[src/rtl/pio_fifo_pkg.sv]
// Shared types and constants for the programmed-I/O byte FIFO.
package pio_fifo_pkg;
    typedef logic [7:0] byte_t;
    localparam int    RSP_BYTES   = 2;      // bytes placed by a response preload
    localparam byte_t RSP_TRAILER = 8'h00;  // byte that follows the status byte
endpackage

[src/rtl/pio_data_store.sv]
// Data byte storage for the FIFO.
// One indexed write port and one two-byte preload port that fills slots 0 and 1.
// Reads are combinational. Storage is not reset; the pointers decide validity.
// Assumes DEPTH >= 2 and that the caller never asserts we and ld together.
module pio_data_store
    import pio_fifo_pkg::*;
#(
    parameter int DEPTH = 16,
    parameter int PW    = $clog2(DEPTH)
) (
    input  logic          clk,
    input  logic          we,
    input  logic [PW-1:0] waddr,
    input  byte_t         wbyte,
    input  logic          ld,
    input  byte_t         ld_status,
    input  logic [PW-1:0] raddr,
    output byte_t         rbyte
);
    byte_t mem [DEPTH];

    // Write one slot per push, or the status/trailer pair on a preload.
    always_ff @(posedge clk) begin
        for (int i = 0; i < DEPTH; i++) begin
            if (ld && i == 0)
                mem[i] <= ld_status;
            else if (ld && i == 1)
                mem[i] <= RSP_TRAILER;
            else if (we && waddr == PW'(i))
                mem[i] <= wbyte;
        end
    end

    // Present the slot addressed by the read pointer.
    assign rbyte = mem[raddr];
endmodule

[src/rtl/pio_cmd_store.sv]
// Command capture buffer: append-only storage with a length counter.
// Appends past CMD_DEPTH are refused and reported on ovf in the same cycle.
// Assumes the caller gates app_en off in cycles it wants ignored.
module pio_cmd_store
    import pio_fifo_pkg::*;
#(
    parameter int CMD_DEPTH = 32,
    parameter int CW        = $clog2(CMD_DEPTH),
    parameter int LW        = $clog2(CMD_DEPTH + 1)
) (
    input  logic          clk,
    input  logic          rst_n,
    input  logic          flush,
    input  logic          app_en,
    input  byte_t         app_byte,
    input  logic [CW-1:0] rd_idx,
    output byte_t         rd_byte,
    output logic [LW-1:0] len,
    output logic          ovf
);
    byte_t mem [CMD_DEPTH];
    logic  room;

    assign room = (len < LW'(CMD_DEPTH));
    assign ovf  = app_en && !flush && !room;

    // Track the number of captured bytes.
    always_ff @(posedge clk) begin
        if (!rst_n || flush)
            len <= '0;
        else if (app_en && room)
            len <= len + LW'(1);
    end

    // Store an accepted byte at the current length.
    always_ff @(posedge clk) begin
        if (app_en && room && !flush)
            mem[len[CW-1:0]] <= app_byte;
    end

    // Indexed read-back for the controller.
    assign rd_byte = mem[rd_idx];
endmodule

[src/rtl/pio_byte_fifo.sv]
// Top of the programmed-I/O byte FIFO. Owns the data pointers, the residual
// count, the sticky overrun flag and the pop register, and steers pushes to the
// data or command store. Priority per cycle: flush, then preload, then push/pop.
// Assumes phase is 3'b000 only when the bus is in a phase with no data to pop.
module pio_byte_fifo
    import pio_fifo_pkg::*;
#(
    parameter int DEPTH     = 16,
    parameter int CMD_DEPTH = 32,
    localparam int PW = $clog2(DEPTH),
    localparam int RW = $clog2(DEPTH) + 2,
    localparam int CW = $clog2(CMD_DEPTH),
    localparam int LW = $clog2(CMD_DEPTH + 1)
) (
    input  logic                 clk,
    input  logic                 rst_n,
    input  logic                 flush,
    input  logic                 cmd_mode,
    input  logic [2:0]           phase,
    input  logic                 wr_en,
    input  logic [7:0]           wr_data,
    input  logic                 rd_en,
    output logic [7:0]           rd_data,
    input  logic                 rsp_load,
    input  logic [7:0]           rsp_status,
    input  logic [CW-1:0]        cmd_rd_idx,
    output logic [7:0]           cmd_rd_data,
    output logic [PW-1:0]        rd_ptr,
    output logic [PW-1:0]        wr_ptr,
    output logic [PW-1:0]        level,
    output logic signed [RW-1:0] resid,
    output logic [LW-1:0]        cmd_len,
    output logic                 ovr
);
    logic          idle_cycle;   // no flush or preload this cycle
    logic          data_wr, data_full, wr_ok, pop_ok, cmd_ovf;
    logic [PW-1:0] nxt_rp, nxt_wp;
    byte_t         head_byte;

    assign idle_cycle = !flush && !rsp_load;
    assign data_wr    = wr_en && !cmd_mode && idle_cycle;
    assign data_full  = (wr_ptr == PW'(DEPTH - 1));
    assign wr_ok      = data_wr && !data_full;
    assign pop_ok     = rd_en && idle_cycle && (phase != 3'b000) && (rd_ptr < wr_ptr);
    assign nxt_rp     = rd_ptr + PW'(pop_ok);
    assign nxt_wp     = wr_ptr + PW'(wr_ok);
    assign level      = wr_ptr - rd_ptr;

    pio_data_store #(.DEPTH(DEPTH), .PW(PW)) u_data (
        .clk       (clk),
        .we        (wr_ok),
        .waddr     (wr_ptr),
        .wbyte     (wr_data),
        .ld        (rsp_load && !flush),
        .ld_status (rsp_status),
        .raddr     (rd_ptr),
        .rbyte     (head_byte)
    );

    pio_cmd_store #(.CMD_DEPTH(CMD_DEPTH), .CW(CW), .LW(LW)) u_cmd (
        .clk      (clk),
        .rst_n    (rst_n),
        .flush    (flush),
        .app_en   (wr_en && cmd_mode && idle_cycle),
        .app_byte (wr_data),
        .rd_idx   (cmd_rd_idx),
        .rd_byte  (cmd_rd_data),
        .len      (cmd_len),
        .ovf      (cmd_ovf)
    );

    // Move the pointers, collapsing both to zero when they meet.
    always_ff @(posedge clk) begin
        if (!rst_n || flush) begin
            rd_ptr <= '0;
            wr_ptr <= '0;
        end else if (rsp_load) begin
            rd_ptr <= '0;
            wr_ptr <= PW'(RSP_BYTES);
        end else if (nxt_rp == nxt_wp) begin
            rd_ptr <= '0;
            wr_ptr <= '0;
        end else begin
            rd_ptr <= nxt_rp;
            wr_ptr <= nxt_wp;
        end
    end

    // Keep the signed residual count; flush leaves it alone.
    always_ff @(posedge clk) begin
        if (!rst_n)
            resid <= '0;
        else if (flush)
            resid <= resid;
        else if (rsp_load)
            resid <= RW'(RSP_BYTES);
        else
            resid <= resid + $signed({{(RW-1){1'b0}}, wr_ok})
                           - $signed({{(RW-1){1'b0}}, pop_ok});
    end

    // Sticky overrun flag for refused pushes in either mode.
    always_ff @(posedge clk) begin
        if (!rst_n || flush)
            ovr <= 1'b0;
        else if ((data_wr && data_full) || cmd_ovf)
            ovr <= 1'b1;
    end

    // Register the popped byte; a pop in a zero phase yields zero.
    always_ff @(posedge clk) begin
        if (!rst_n)
            rd_data <= 8'h00;
        else if (rd_en && idle_cycle && phase == 3'b000)
            rd_data <= 8'h00;
        else if (pop_ok)
            rd_data <= head_byte;
    end
endmodule

[config.mk]
export PLATFORM = sky130hd
export DESIGN_NAME = pio_byte_fifo
export DESIGN_NICKNAME = d
export VERILOG_FILES = /design/src/rtl/pio_fifo_pkg.sv /design/src/rtl/pio_data_store.sv /design/src/rtl/pio_cmd_store.sv /design/src/rtl/pio_byte_fifo.sv
export SDC_FILE = /design/constraint.sdc
export NUM_CORES = 1
export LEC_CHECK = 0
export BUFFER_PORTS_ARGS = -buffer_cell sky130_fd_sc_hd__buf_2
export CORE_MARGIN = 10
export CORE_UTILIZATION = 55
export DETAILED_ROUTE_END_ITERATION = 10
export GPL_TIMING_DRIVEN = 0
export PLACE_DENSITY = 0.86
export REMOVE_ABC_BUFFERS = 1
export SKIP_CTS_REPAIR_TIMING = 1
export SLEW_MARGIN = 10
export SYNTH_ARGS = -nofsm -noshare
export SYNTH_HDL_FRONTEND = slang
export SYNTH_SLANG_ARGS = --single-unit
[constraint.sdc]
create_clock -name clk -period 3.38 [get_ports clk]
set_clock_uncertainty 0.05 [all_clocks]
set_input_delay 0.338 -clock clk [delete_from_list [all_inputs] [get_ports clk]]
set_output_delay 0.338 -clock clk [all_outputs]
set_load 0.02 [all_outputs]
Word level (Yosys, flattened, before mapping)
Memory sizes are Yosys's and may differ from the RTL's. A register that Yosys moved wholly into a read port is not among the register bits. Index checks and enable logic that the tools add are counted.

Memory bits (writable): 384. Input bits: 31. Memories: 2. Register bits after elaboration: 21. Word-level logic and storage cells: 179. Output and inout port bits: 41.

Memory list: u_cmd.mem (words 32, width 8, read ports 1, clocked after memory_dff 0, wr ports 1, RTL line pio_cmd_store.sv:21) `byte_t mem [CMD_DEPTH];`; u_data.mem (words 16, width 8, read ports 1, clocked after memory_dff 1, wr ports 2, RTL line pio_data_store.sv:20) `byte_t mem [DEPTH];`.

Reductions and logical operators: 59. Magnitude comparators: 2. Add/subtract/negate cells: 6. Equality and inequality tests: 16. Multiplexer cells: 85. Bitwise operators: 3.

Operators by type and width (count): 8-bit 2-to-1 mux (16); 8-bit OR reduction (14); 4-bit 2-to-1 mux (14); 1-bit 2-to-1 mux (52); 4-bit equality test, second input constant (8); 1-bit logical AND (32); 4-bit by 3-bit equality test with 1-bit output, second input constant (4); 4-bit by 1-bit adder with 4-bit output (2); 4-bit by 2-bit equality test with 1-bit output, second input constant (2); 6-bit by 1-bit adder with 6-bit output, second input constant (1); 6-bit by 2-bit adder with 6-bit output (1); 1-bit zero test (6); 6-bit < comparator, second input constant (1); 6-bit 2-to-1 mux (1); 6-bit by 2-bit subtractor with 6-bit output (1); 4-bit by 1-bit equality test with 1-bit output, second input constant (1); 4-bit equality test (1); 4-bit zero test (1); 4-bit < comparator (1); 2-bit 2-to-1 mux (2); 4-bit subtractor (1); 3-bit zero test (1); 3-bit nonzero test (1); 3-bit OR reduction (1); other kinds (4) (6).

Longest topological paths before layout
Word-level depth: 23. Mapped depth: 18. Depth with buffers taken out: 17.

By module
Synthesis repeated with hierarchy kept, for this count alone.

Cell total of the unflattened synthesis: 848. Area, all modules: 16753.6 um2.

By module, submodules not included: pio_cmd_store (area an instance 10199.8 um2, times used 1, cells each 450, sequential area each 7807.5 um2); pio_data_store (area an instance 5096.1 um2, times used 1, cells each 241, sequential area each 3843.7 um2); pio_byte_fifo (area an instance 1457.6 um2, times used 1, cells each 157, sequential area each 460.4 um2).

Worst setup path before layout
Ideal clock, no wire load.

Path kind: reg2reg. Start point: reg rd_ptr[2]. End point: reg rd_ptr[0]. Required time: 3.180 ns. Buffers on the path: 2. Stages on the path, launching flop included: 15. Path slack: -0.362 ns. Arrival time: 3.541 ns. Period minus slack after synthesis: 3.742 ns. Cells stage by stage: dfxtp_1 > buf_2 > buf_1 > inv_1 > ha_1 > nor2b_1 > o21a_1 > o21a_1 > nor3b_1 > ha_1 > ha_1 > xnor2_1 > xor2_1 > o41ai_1 > nor2_1.

Longest elaborated chain between the ends: 5.

RTL lines: from (decl) (RTL line pio_byte_fifo.sv:28) `output logic [PW-1:0] rd_ptr,`; from (signal assigned) (RTL line pio_byte_fifo.sv:84) `rd_ptr <= nxt_rp;`; 4-bit < comparator (*) (RTL line pio_byte_fifo.sv:44) `assign pop_ok = rd_en && idle_cycle && (phase != 3'b000) && (rd_ptr < wr_ptr);`; 1-bit logical AND (*) (RTL line pio_byte_fifo.sv:44); via pop_ok (RTL line pio_byte_fifo.sv:36) `logic data_wr, data_full, wr_ok, pop_ok, cmd_ovf;`; 4-bit by 1-bit adder with 4-bit output (*) (RTL line pio_byte_fifo.sv:45) `assign nxt_rp = rd_ptr + PW'(pop_ok);`; 4-bit equality test (RTL line pio_byte_fifo.sv:80) `end else if (nxt_rp == nxt_wp) begin`; 3-bit OR reduction (no source line).

Mark *: on every way through the listed nets, which the timed path passes. The rest lies on a longest branch. A chain may end at the register's enable or synchronous reset.

Worst setup path in the final report
Start point: reg wr_ptr[0]. End point: reg resid[5].

Elaborated cells on any way between the ends: 8.

RTL lines: from (decl) (RTL line pio_byte_fifo.sv:29) `output logic [PW-1:0] wr_ptr,`; from (signal assigned) (RTL line pio_byte_fifo.sv:79) `wr_ptr <= PW'(RSP_BYTES);`; from (signal assigned) (RTL line pio_byte_fifo.sv:85) `wr_ptr <= nxt_wp;`; 4-bit < comparator (RTL line pio_byte_fifo.sv:44); 1-bit logical AND (RTL line pio_byte_fifo.sv:44); via pop_ok (RTL line pio_byte_fifo.sv:36); 6-bit by 2-bit subtractor with 6-bit output (RTL line pio_byte_fifo.sv:99) `- $signed({{(RW-1){1'b0}}, pop_ok});`; 6-bit 2-to-1 mux (RTL line pio_byte_fifo.sv:95) `else if (rsp_load)`; to (signal assigned) (RTL line pio_byte_fifo.sv:94) `resid <= resid;`; to (signal assigned) (RTL line pio_byte_fifo.sv:96) `resid <= RW'(RSP_BYTES);`; to (signal assigned) (RTL line pio_byte_fifo.sv:98) `resid <= resid + $signed({{(RW-1){1'b0}}, wr_ok})`; to (decl) (RTL line pio_byte_fifo.sv:31) `output logic signed [RW-1:0] resid,`.

The timed path passes the listed nets, and every way through them passes these cells.

==> implementation parameters <==
Parameter                              Value

Placement
  Pre-CTS setup slack ... -1.46 ns
  Dpl cell area ... 0.0174 sq mm
  Number of buffers added on ports ... 71
  Routability-driven placement congestion ratio ... 0.870
  Cells after DPL ... 1284
  Final HPWL from detailed placement ... 21400 um

Synthesis
  Post-synthesis register bit count ... 413
  Netlist area before placement ... 0.0166 sq mm
  Number of enable flip-flop cells after synthesis ... 384
  Leading post-synthesis cells by cell area ... edfxtp_1 (69%), mux4_2 (15%), dfxtp_1 (3.5%)
  Dominant synthesized flop cell ... edfxtp_1
  Syn. warnings ... 0
  Number of cells produced by synthesis ... 851
  Cell type contributing the most total cell area after synthesis ... edfxtp_1
  Share of synthesized area occupied by flip-flops and latches ... 73.0%
  Top cell type's share of synthesized area ... 69.5%
  Count of distinct cell types in the synthesized netlist ... 48
  FFs w/ async S/R, synth ... 0%
  Avg Cell Area, Syn ... 19.5 sq um

Status
  Status ... finished clean

Global route
  Wire length of the first global-routing pass ... 52900 um
  Met1 track demand over resource ... 23.5%
  Via count of the first global-routing pass ... 8834
  Antenna violations before repair ... 0
  GR Util met2 ... 29.5%
  Remaining global-route overflow ... 0
  Met3 Resource Use GR ... 4.01%
  Maximum number of pins on one net before global-route repair ... 65
  Total global routing track utilization ... 18.0%
  Layer carrying the most global-route usage ... met2

Timing
  Maximum clock frequency ... 0.301 GHz
  Final critical delay including setup and external delays ... 3.32 ns
  Max Slew Vio Count ... 0
  Fraction of the cycle the final worst path needs ... 98.4%
  Total Neg Setup Slack ... 0 ns
  Final Setup Violations ... 0
  Transition time of the tightest slew-check pin ... 1.10 ns
  Worst slew margin relative to its limit ... 25.9%
  Unrepaired setup endpoints after global routing ... yes
  Worst path setup slack after routing ... 0.0557 ns
  Final hold violations ... 0

Clock network
  H-tree level count ... 2
  CTS tree ... yes
  Clk Latency, worst-skew pair ... 0.54 ns
  Number of sinks on the clock net ... 413
  Root buffer cell ... clkbuf_16
  Clock transition at path regs ... 0.06 ns
  Maximum buffer depth of the clock tree ... 3
  Number of CTS-inserted buffers ... 42

Critical path
  Worst setup SP type ... flop
  Largest incremental delay on the critical path ... 0.49 ns
  Critical path's top delay family ... adder cells
  Startpoint-to-endpoint class of the critical path ... reg2reg
  Maximum fanout along the worst path ... 6
  Crit path max-delay cell type ... or3b_2
  Critical path, cell by cell ... inv_1 > ha_2 > fa_2 > nor2b_1 > o21a_1 > o21a_1 > nor3b_4 > ha_1 > inv_1 > ha_1 > a211oi_1 > or3b_2 > a31oi_1 > o21ai_0 > a21oi_1
  Req. time, crit path ... 3.79 ns
  Buf/Inv on CP ... 2
  Arrival @ worst endpoint ... 3.73 ns
  Nature of the critical path endpoint ... flop

Drt
  Total wire length after detailed routing ... 34800 um
  DRC violation count after routing ... 0
  Number of DRC violations after detailed-routing iteration 0 ... 763
  Via Count ... 8497
  Via density per instance ... 6.19
  Wire per inst ... 25.4 um
  First-pass detailed-route iteration total ... 6
  Post-DRT Antenna Nets ... 0

Worst hold path
  Worst min-delay path category ... in2reg

Power
  VDD IR max ... 0.000392 V
  PD cells ... 557 mW/mm^2
  Total leakage power ... 6.18 nW
  Overall power consumption ... 10.5 mW

Floorplanning
  Initial Utilization ... 55.8%
  Number of placement rows ... 63
  Die boundary width ... 194 um
  Full die area ... 0.0375 sq mm
  Number of I/O pins ... 72
  Chip Height ... 194 um
  Core region area ... 0.0297 sq mm

Layout
  Layout net count ... 1002
  Layout overhead on the synthesized area ... 13.8%
  Post-route non-filler standard cell count ... 1372
  Final cell area excluding filler cells ... 0.0189 sq mm
  Count of fill cells added during filler insertion ... 1886
  Fraction of final layout cells sized beyond drive strength 1 ... 30.9%
  Final antenna diode count ... 0

Run
  Total of max-cap violations ... 0
-- metrics by stage --
step | hold slack (ns) | utilization [%]
4_1_cts | 0.0485 | 62.9
2_1_floorplan | 0.387 | -
5_1_grt | 0.0623 | 63.6
3_5_place_dp | 0.436 | 58.4
6_report | 0.0595 | 63.6
3_3_place_gp | 0.429 | 58.2
-- worst paths after layout --
kind,cells after the start,end,slack [ns],startpoint
max,15,resid[5],0.06,wr_ptr[0]
min,2,u_data.mem[0][4],0.06,rsp_status[4]
max reg2reg,15,resid[5],0.06,wr_ptr[0]
min reg2reg,2,resid[5],0.45,resid[5]
-- report_power, final --
group	internal, mW	switching [mW]
Sequential	5.60	0.0135
Clock	2.58	1.86
Combinational	0.184	0.271
-- area by class of cell --
| class | count | area (sq um) | share of cell area [%] |
|---|---|---|---|
| Tap cell | 390 | 488 | 2.58 |
| Timing Repair Buffer | 87 | 533 | 2.82 |
| Clock inverter | 18 | 165 | 0.874 |
| Sequential cell | 413 | 12100 | 64.2 |
| Clock buffer | 57 | 1170 | 6.18 |
| Inverter | 26 | 101 | 0.536 |
| Multi-Input combinational cell | 381 | 4310 | 22.8 |
-- cells in the mapped netlist, types with 4 or more instances --
| library cell | instances |
|---|---|
| edfxtp_1 | 384 |
| mux4_2 | 112 |
| nor2_1 | 63 |
| nand2_1 | 46 |
| dfxtp_1 | 29 |
| inv_1 | 24 |
| nand3_1 | 23 |
| ha_1 | 18 |
| mux2_2 | 16 |
| clkbuf_1 | 15 |
| buf_1 | 9 |
| a32o_1 | 8 |
| and2_1 | 8 |
| o21ai_0 | 8 |
| xor2_1 | 8 |
| buf_2 | 7 |
| buf_4 | 6 |
| xnor2_1 | 6 |
| nand4_1 | 5 |
| nor3_1 | 5 |
| a21oi_1 | 4 |
| o21a_1 | 4 |
-- cell usage in the layout (no fill, tap or decap), types with 3 or more instances in the layout --
master and count:
nand4_1 5, clkinvlp_4 3, nand2b_1 3, o21ai_0 8
a21oi_1 4, and2_1 8, edfxtp_1 384, xnor2_1 5
mux4_2 112, nand3_1 23, dfxtp_2 3, buf_4 15
clkbuf_1 9, conb_1 8, nand2_1 46, nor3_2 3
buf_2 69, inv_1 24, clkinv_2 7, clkbuf_16 42
nand3b_1 3, o21a_1 4, clkinv_1 5, or3b_2 3
dfxtp_1 22, a32o_1 8, mux2_2 16, xor2_1 8
nor2_1 63, dfxtp_4 4, ha_1 15, clkbuf_8 6
nor3_1 3
-- state kept, by name, indices dropped and copies added (netlist names) --
| name | count |
|---|---|
| u_data.mem | 128 |
| u_cmd.mem | 256 |
| rd_ptr | 4 |
| resid | 6 |
| wr_ptr | 4 |
| rd_data | 8 |
| ovr | 1 |
| u_cmd.len | 6 |
-- cells by family after synthesis --
kind of cell	count (synthesis)	share of synthesized area, %
compound gates	39	1.75
xor+xnor	14	0.739
fa+ha+maj	20	1.60
buf+inv	64	1.68
flops	413	73.0
mux	129	16.3
other cells	1	0.0226
simple gates	171	4.89
-- routing by layer --
layer	share of wire [%]	vias to the layer above
li1	-	3623
met1	38	4333
met2	50	470
met3	9.3	71
met4	2.7	0
met5	0	-
Power figures use the tool's default switching activity.
